$ cat config.mk
export PLATFORM = sky130hd
export DESIGN_NAME = pwm_pair_dt
export DESIGN_NICKNAME = d
export VERILOG_FILES = /design/src/rtl/pwm_pair_pkg.sv /design/src/rtl/pwm_pair_regs.sv /design/src/rtl/pwm_pair_timebase.sv /design/src/rtl/pwm_pair_deadtime.sv /design/src/rtl/pwm_pair_outstage.sv /design/src/rtl/pwm_pair_dt.sv
export SDC_FILE = /design/constraint.sdc
export NUM_CORES = 1
export LEC_CHECK = 0
export BUFFER_PORTS_ARGS = -buffer_cell sky130_fd_sc_hd__buf_2
export CAP_MARGIN = 20
export CORE_MARGIN = 5
export CORE_UTILIZATION = 55
export CTS_CLUSTER_SIZE = 24
export DETAILED_ROUTE_END_ITERATION = 10
export HOLD_SLACK_MARGIN = 0.15
export PLACE_DENSITY = 0.83
export SLEW_MARGIN = 10
export SYNTH_ARGS = -nofsm -noshare
export SYNTH_HDL_FRONTEND = slang
export SYNTH_SLANG_ARGS = --single-unit
$ cat constraint.sdc
create_clock -name clk -period 11.84 [get_ports clk]
set_input_delay 0.592 -clock clk [delete_from_list [all_inputs] [get_ports clk]]
set_output_delay 0.592 -clock clk [all_outputs]
set_load 0.01 [all_outputs]
$ cat src/rtl/pwm_pair_pkg.sv
package pwm_pair_pkg;

  localparam int ADDR_W = 3;
  localparam int DT_W   = 10;

  typedef enum logic [ADDR_W-1:0] {
    A_CTRL   = 3'd0,
    A_DIV    = 3'd1,
    A_PERIOD = 3'd2,
    A_THRESH = 3'd3,
    A_DEAD   = 3'd4,
    A_UPDATE = 3'd5
  } reg_addr_e;

  localparam logic [2:0] MODE_PWM1 = 3'b110;

  // control word, bit 0 is run, bits 10:8 are mode
  typedef struct packed {
    logic [2:0] mode;
    logic       idle_neg;
    logic       idle_pos;
    logic       neg_pol;
    logic       neg_en;
    logic       pos_pol;
    logic       pos_en;
    logic       gate;
    logic       run;
  } ctrl_t;

  localparam int CTRL_W = $bits(ctrl_t);

  // expand the compact guard code into a clock count
  function automatic logic [DT_W-1:0] dead_ticks(input logic [7:0] code);
    logic [DT_W-1:0] t;
    if (!code[7])      t = {3'b000, code[6:0]};
    else if (!code[6]) t = {2'b00, 1'b1, code[5:0], 1'b0};
    else if (!code[5]) t = {1'b0, 1'b1, code[4:0], 3'b000};
    else               t = {1'b1, code[4:0], 4'b0000};
    return t;
  endfunction

endpackage

$ cat src/rtl/pwm_pair_regs.sv
module pwm_pair_regs
  import pwm_pair_pkg::*;
#(
  parameter int CNT_W = 16
) (
  input  logic               clk,
  input  logic               rst_n,
  input  logic               wr_en,
  input  logic [ADDR_W-1:0]  wr_addr,
  input  logic [CNT_W-1:0]   wr_data,
  output ctrl_t              ctrl,
  output logic [CNT_W-1:0]   div_pre,
  output logic [CNT_W-1:0]   period_pre,
  output logic [CNT_W-1:0]   thresh_pre,
  output logic [7:0]         dead_code,
  output logic               upd
);

  ctrl_t            ctrl_q, ctrl_n;
  logic [CNT_W-1:0] div_q, div_n, per_q, per_n, thr_q, thr_n;
  logic [7:0]       dead_q, dead_n;

  always_comb begin
    ctrl_n = ctrl_q;
    div_n  = div_q;
    per_n  = per_q;
    thr_n  = thr_q;
    dead_n = dead_q;
    if (wr_en) begin
      case (wr_addr)
        A_CTRL:   ctrl_n = ctrl_t'(wr_data[CTRL_W-1:0]);
        A_DIV:    div_n  = wr_data;
        A_PERIOD: per_n  = wr_data;
        A_THRESH: thr_n  = wr_data;
        A_DEAD:   dead_n = wr_data[7:0];
        default:  ;
      endcase
    end
  end

  always_ff @(posedge clk or negedge rst_n) begin
    if (!rst_n) begin
      ctrl_q <= '0;
      div_q  <= '0;
      per_q  <= '0;
      thr_q  <= '0;
      dead_q <= '0;
    end else begin
      ctrl_q <= ctrl_n;
      div_q  <= div_n;
      per_q  <= per_n;
      thr_q  <= thr_n;
      dead_q <= dead_n;
    end
  end

  assign ctrl       = ctrl_q;
  assign div_pre    = div_q;
  assign period_pre = per_q;
  assign thresh_pre = thr_q;
  assign dead_code  = dead_q;
  assign upd        = wr_en && (wr_addr == A_UPDATE);

endmodule

$ cat src/rtl/pwm_pair_timebase.sv
module pwm_pair_timebase
  import pwm_pair_pkg::*;
#(
  parameter int CNT_W = 16
) (
  input  logic              clk,
  input  logic              rst_n,
  input  logic              run,
  input  logic              upd,
  input  logic [2:0]        mode,
  input  logic [CNT_W-1:0]  div_pre,
  input  logic [CNT_W-1:0]  period_pre,
  input  logic [CNT_W-1:0]  thresh_pre,
  output logic [CNT_W-1:0]  cnt,
  output logic              ref_lvl
);

  logic [CNT_W-1:0] div_act_q, div_act_n;
  logic [CNT_W-1:0] per_act_q, per_act_n;
  logic [CNT_W-1:0] thr_act_q, thr_act_n;
  logic [CNT_W-1:0] pre_q, pre_n;
  logic [CNT_W-1:0] cnt_q, cnt_n;
  logic             ref_q, ref_n;
  logic             tick, wrap;

  always_comb begin
    div_act_n = div_act_q;
    per_act_n = per_act_q;
    thr_act_n = thr_act_q;
    pre_n     = pre_q;
    cnt_n     = cnt_q;
    ref_n     = ref_q;
    tick      = run && (pre_q >= div_act_q);
    wrap      = tick && (cnt_q >= per_act_q);

    if (run) ref_n = (mode == MODE_PWM1) && (cnt_q < thr_act_q);

    if (upd) begin
      pre_n     = '0;
      cnt_n     = '0;
      div_act_n = div_pre;
      per_act_n = period_pre;
      thr_act_n = thresh_pre;
    end else if (run) begin
      if (tick) begin
        pre_n = '0;
        if (wrap) begin
          cnt_n     = '0;
          div_act_n = div_pre;
          per_act_n = period_pre;
          thr_act_n = thresh_pre;
        end else begin
          cnt_n = cnt_q + 1'b1;
        end
      end else begin
        pre_n = pre_q + 1'b1;
      end
    end
  end

  always_ff @(posedge clk or negedge rst_n) begin
    if (!rst_n) begin
      div_act_q <= '0;
      per_act_q <= '0;
      thr_act_q <= '0;
      pre_q     <= '0;
      cnt_q     <= '0;
      ref_q     <= 1'b0;
    end else begin
      div_act_q <= div_act_n;
      per_act_q <= per_act_n;
      thr_act_q <= thr_act_n;
      pre_q     <= pre_n;
      cnt_q     <= cnt_n;
      ref_q     <= ref_n;
    end
  end

  assign cnt     = cnt_q;
  assign ref_lvl = ref_q;

endmodule

$ cat src/rtl/pwm_pair_deadtime.sv
module pwm_pair_deadtime
  import pwm_pair_pkg::*;
#(
  parameter int AGE_W = DT_W + 1
) (
  input  logic       clk,
  input  logic       rst_n,
  input  logic       ref_lvl,
  input  logic [7:0] dead_code,
  output logic       pos_raw,
  output logic       neg_raw
);

  logic             seen_q;
  logic [AGE_W-1:0] age_q, age_n, age_now;
  logic [DT_W-1:0]  guard;
  logic             flip;
  logic             matured;

  always_comb begin
    flip    = ref_lvl ^ seen_q;
    age_now = flip ? '0 : age_q;
    guard   = dead_ticks(dead_code);
    matured = age_now >= AGE_W'(guard);
    pos_raw = ref_lvl && matured;
    neg_raw = !ref_lvl && matured;
    if (flip)        age_n = AGE_W'(1);
    else if (&age_q) age_n = age_q;
    else             age_n = age_q + 1'b1;
  end

  always_ff @(posedge clk or negedge rst_n) begin
    if (!rst_n) begin
      seen_q <= 1'b0;
      age_q  <= '0;
    end else begin
      seen_q <= ref_lvl;
      age_q  <= age_n;
    end
  end

endmodule

$ cat src/rtl/pwm_pair_outstage.sv
module pwm_pair_outstage (
  input  logic clk,
  input  logic rst_n,
  input  logic gate,
  input  logic en,
  input  logic pol,
  input  logic idle,
  input  logic raw,
  output logic pin
);

  logic pin_q, pin_n;

  always_comb begin
    if (!gate)   pin_n = idle;
    else if (en) pin_n = raw ^ pol;
    else         pin_n = pol;
  end

  always_ff @(posedge clk or negedge rst_n) begin
    if (!rst_n) pin_q <= 1'b0;
    else        pin_q <= pin_n;
  end

  assign pin = pin_q;

endmodule

$ cat src/rtl/pwm_pair_dt.sv
module pwm_pair_dt
  import pwm_pair_pkg::*;
#(
  parameter int CNT_W  = 16,
  parameter int SYNC_N = 2
) (
  input  logic                clk,
  input  logic                rst_n,
  input  logic                wr_en,
  input  logic [ADDR_W-1:0]   wr_addr,
  input  logic [CNT_W-1:0]    wr_data,
  output logic                out_pos,
  output logic                out_neg
);

  localparam int NCH = 2;

  logic [SYNC_N-1:0] rst_sync_q;
  logic              rst_core_n;

  always_ff @(posedge clk or negedge rst_n) begin
    if (!rst_n) rst_sync_q <= '0;
    else        rst_sync_q <= {rst_sync_q[SYNC_N-2:0], 1'b1};
  end
  assign rst_core_n = rst_sync_q[SYNC_N-1];

  ctrl_t            ctrl;
  logic [CNT_W-1:0] div_pre, period_pre, thresh_pre, cnt;
  logic [7:0]       dead_code;
  logic             upd, ref_lvl, pos_raw, neg_raw;
  logic             run, gate, pos_en, neg_en, pos_pol, neg_pol, idle_pos, idle_neg;

  assign run      = ctrl.run;
  assign gate     = ctrl.gate;
  assign pos_en   = ctrl.pos_en;
  assign neg_en   = ctrl.neg_en;
  assign pos_pol  = ctrl.pos_pol;
  assign neg_pol  = ctrl.neg_pol;
  assign idle_pos = ctrl.idle_pos;
  assign idle_neg = ctrl.idle_neg;

  pwm_pair_regs #(.CNT_W(CNT_W)) u_regs (
    .clk(clk), .rst_n(rst_core_n), .wr_en(wr_en), .wr_addr(wr_addr), .wr_data(wr_data),
    .ctrl(ctrl), .div_pre(div_pre), .period_pre(period_pre), .thresh_pre(thresh_pre),
    .dead_code(dead_code), .upd(upd)
  );

  pwm_pair_timebase #(.CNT_W(CNT_W)) u_timebase (
    .clk(clk), .rst_n(rst_core_n), .run(run), .upd(upd), .mode(ctrl.mode),
    .div_pre(div_pre), .period_pre(period_pre), .thresh_pre(thresh_pre),
    .cnt(cnt), .ref_lvl(ref_lvl)
  );

  pwm_pair_deadtime u_deadtime (
    .clk(clk), .rst_n(rst_core_n), .ref_lvl(ref_lvl), .dead_code(dead_code),
    .pos_raw(pos_raw), .neg_raw(neg_raw)
  );

  logic [NCH-1:0] ch_en, ch_pol, ch_idle, ch_raw, ch_pin;
  assign ch_en   = {neg_en, pos_en};
  assign ch_pol  = {neg_pol, pos_pol};
  assign ch_idle = {idle_neg, idle_pos};
  assign ch_raw  = {neg_raw, pos_raw};

  for (genvar i = 0; i < NCH; i++) begin : g_out
    pwm_pair_outstage u_stage (
      .clk(clk), .rst_n(rst_core_n), .gate(gate), .en(ch_en[i]), .pol(ch_pol[i]),
      .idle(ch_idle[i]), .raw(ch_raw[i]), .pin(ch_pin[i])
    );
  end

  assign out_pos = ch_pin[0];
  assign out_neg = ch_pin[1];

endmodule

==> metrics.txt <==
initial detailed-routing violation count=385; share of post-route cells with drive strength above 1=23.4%; Worst Setup End Kind=flip-flop; hold buffers post-CTS=1; Synth Warn #=0; f_max=258 MHz; Worst Path Required=around 12 ns; core area=approximately 15,000 um^2; hold slack=about 0.29 ns; Vias/cell=5.82; Final GP Congestion=between 0.8 and 0.9; Hold Vio Cnt, Final=0; synth top area cells=dfrtp_1, mux2_2, ha_1; MaxCap Viol Count=0; # Post-CTS Setup Buffers=0; Num Clock Sinks=about 160; root buf cell=clkbuf_16; setup violators final=0; DP Worst Slack=between 8 and 9 ns; Pleak=approximately 4.4 nW; outcome=finished clean; synthesized area=roughly 8400 um^2; count leader, synth=dfrtp_1; cell taking the most area after synthesis=dfrtp_1; GRT overflow=0; Die H=134 um; clock slew at reported path FFs=0.06 ns; H-tree Lvls=4; CP Class=reg2reg; final antenna diode count=0; CP max FO=25; synth unique cells=56; IO Pins=24; Slew @ Worst Pin=approximately 1.1 ns; IO Port Bufs=23; max-slew headroom at the worst pin=between 20% and 30%; slowest stage delay, CP=between 0.8 and 0.9 ns; Pwr Total=about 0.0019 W; gr usage total=about a fifth; initial antenna violation count=0; worst-skew pair later-pin latency=between 0.4 and 0.5 ns; Net count, final=835; unrepaired setup endpoints after global routing=false; clock buffer depth=2; post-synthesis sequential area ratio=between 40 and 50%; Die X=between 100 and 150 um; detailed-route DRC error count=0; final slew viol count=0; P per Cell Area=about 200 nW/um^2; top_reg_cell synth=dfrtp_1; first-pass GRT wire length=between 20 and 30 mm; commonest cells in the netlist=dfrtp_1, mux2_2, ha_1; initial core utilization=a little under three fifths; via count=around 5,500; Hold WC Path Type=reg2async; P&R area growth vs syn=10.1%; WL final=16.4 mm; Std-Cell Rows=45; Post-synth EDFFs=0; slowest stage cell, crit path=a2111oi_1; Mapped Nets=approximately 810; Fin Clk Skew=around 0.013 ns; drt wl/cell=17.2 um; ANT nets after route=0; ys async rst share=between 90% and 100%; FF+latch count, synth=between 150 and 200; CP cell instances=ha_1, a21oi_1, o21ai_0, a2111oi_1, o31ai_2, nand3_2, buf_4, mux2_2; Post-DP HPWL=around 11 mm; Mapped Cells=730; post-CTS sizing=0; Peak VDD IR=between 0.15 and 0.2 mV; minimum clock period=~3.9 ns; CTS tree=built; post-route setup slack=between 7 and 8 ns; syn avg cell area=11.6 um^2; vias in the first global route=approximately 5,600; top cell type's share of synthesized area=48.7%; Worst EP arrival=about 4.2 ns; first drt pass iteration count=5; setup TNS after final layout=0 ns; fin crit share=between 30% and 40%; total CTS buffers=17; CP Launch Type=flip-flop; largest net degree at the start of global routing=73; die area=17,900 um^2
[cells in the final DEF, fill, tap and decap left out, types with 3 or more instances in the layout]
cell type / Yosys / final
clkbuf_1: 16 / 4
a21o_1: 7 / 7
nor4_1: 3 / 3
nand2b_1: 10 / 10
clkinv_2: 0 / 3
o21a_1: 3 / 3
a22o_1: 13 / 13
mux2i_1: 4 / 4
buf_4: 0 / 4
nor2b_1: 12 / 12
inv_1: 59 / 59
nand4_1: 16 / 16
ha_1: 60 / 60
nor3_1: 8 / 8
buf_2: 3 / 23
or2_2: 5 / 5
dfrtp_1: 164 / 163
nor2_1: 31 / 31
a31oi_1: 3 / 3
nand3_1: 17 / 17
mux2_4: 20 / 20
o211ai_1: 5 / 5
xor2_1: 16 / 16
and3_1: 13 / 13
xnor2_1: 5 / 5
mux2_2: 93 / 93
clkbuf_16: 0 / 17
nand2_1: 32 / 32
a21oi_1: 16 / 16
and2_1: 12 / 12
o21ai_0: 39 / 39
[sequential cells by signal, summed over array words and instances (netlist names)]
signal and count:
u_timebase.cnt 16, u_timebase.thr_act_q 16, u_regs.dead_code 8, u_timebase.per_act_q 16, u_regs.period_pre 16, u_regs.div_pre 16
u_timebase.div_act_q 16, rst_sync_q 2, u_deadtime.age_q 11, u_timebase.ref_lvl 1, g_out.u_stage.pin 2, u_regs.thresh_pre 16
u_deadtime.seen_q 1, u_timebase.pre_q 16, u_regs.ctrl 11
[worst max-delay path, delay by kind of cell (launching register included)]
kind	cells	cell delay [ns]
DFF	1	0.44
AOI/OAI and AO/OA	4	1.43
adders and majority gates	1	0.36
and+or+nand+nor	1	0.65
muxes	1	0.38
buffers and inverters	1	0.49
[area by class of cell]
| class | count | area (um^2) |
|---|---|---|
| multi-input cells | 483 | 4010 |
| clock buffers | 22 | 454 |
| flip-flops and latches | 164 | 4110 |
| repair buffers | 28 | 155 |
| inverters | 59 | 221 |
| well taps | 188 | 235 |
| clock inverters | 10 | 98.8 |
| fillers | 1145 | 5860 |
[per-layer routing]
| metal | routed length, um | share of wire (%) | track usage, % |
|---|---|---|---|
| met1 | 7650 | 47 | 27.2 |
| met2 | 8030 | 49 | 31.2 |
| met3 | 547 | 3.3 | 4.28 |
| met4 | 204 | 1.2 | 5.94 |
| met5 | 0 | 0 | 0 |
[where the power goes]
part / total (W) / leakage [nW] / switching, W / internal, W
Sequential: 0.000834 / 2.06 / 0.000116 / 0.000718
Clock: 0.000517 / 0.271 / 0.000219 / 0.000297
Combinational: 0.000522 / 2.10 / 0.000250 / 0.000272
[cells by family after synthesis]
kind of cell,share of synthesized area [%]
AO/OA/AOI/OAI,8.83
XOR/XNOR,2.18
adder cells (fa/ha/maj),8.90
buffers and inverters,4.01
flip-flops,48.7
multiplexers,16.5
other,0.0445
AND/OR/NAND/NOR,10.9
[path summary, 6_finish.rpt]
check	startpoint	to	slack [ns]	depth (start not counted)
max reg2reg	u_timebase.pre_q[11]	u_timebase.per_act_q[8]	7.96	8
min	rst_sync_q[1]	u_timebase.div_act_q[4]	0.29	0
min reg2reg	rst_sync_q[1]	u_timebase.div_act_q[4]	0.29	0
min in group clk	rst_sync_q[0]	rst_sync_q[1]	0.35	0
max	u_timebase.pre_q[11]	u_timebase.per_act_q[8]	7.96	8
max in group asynchronous	rst_sync_q[1]	u_timebase.per_act_q[2]	10.30	1
[metrics by stage]
step	instance area, um^2	instances	util (%)
finish	9280	954	61.3
global route	9280	954	61.3
CTS	9270	954	61.2
detailed placement	8710	921	57.5
global placement	8710	921	57.5
floorplan	8430	730	-
Power figures use the tool's default switching activity.
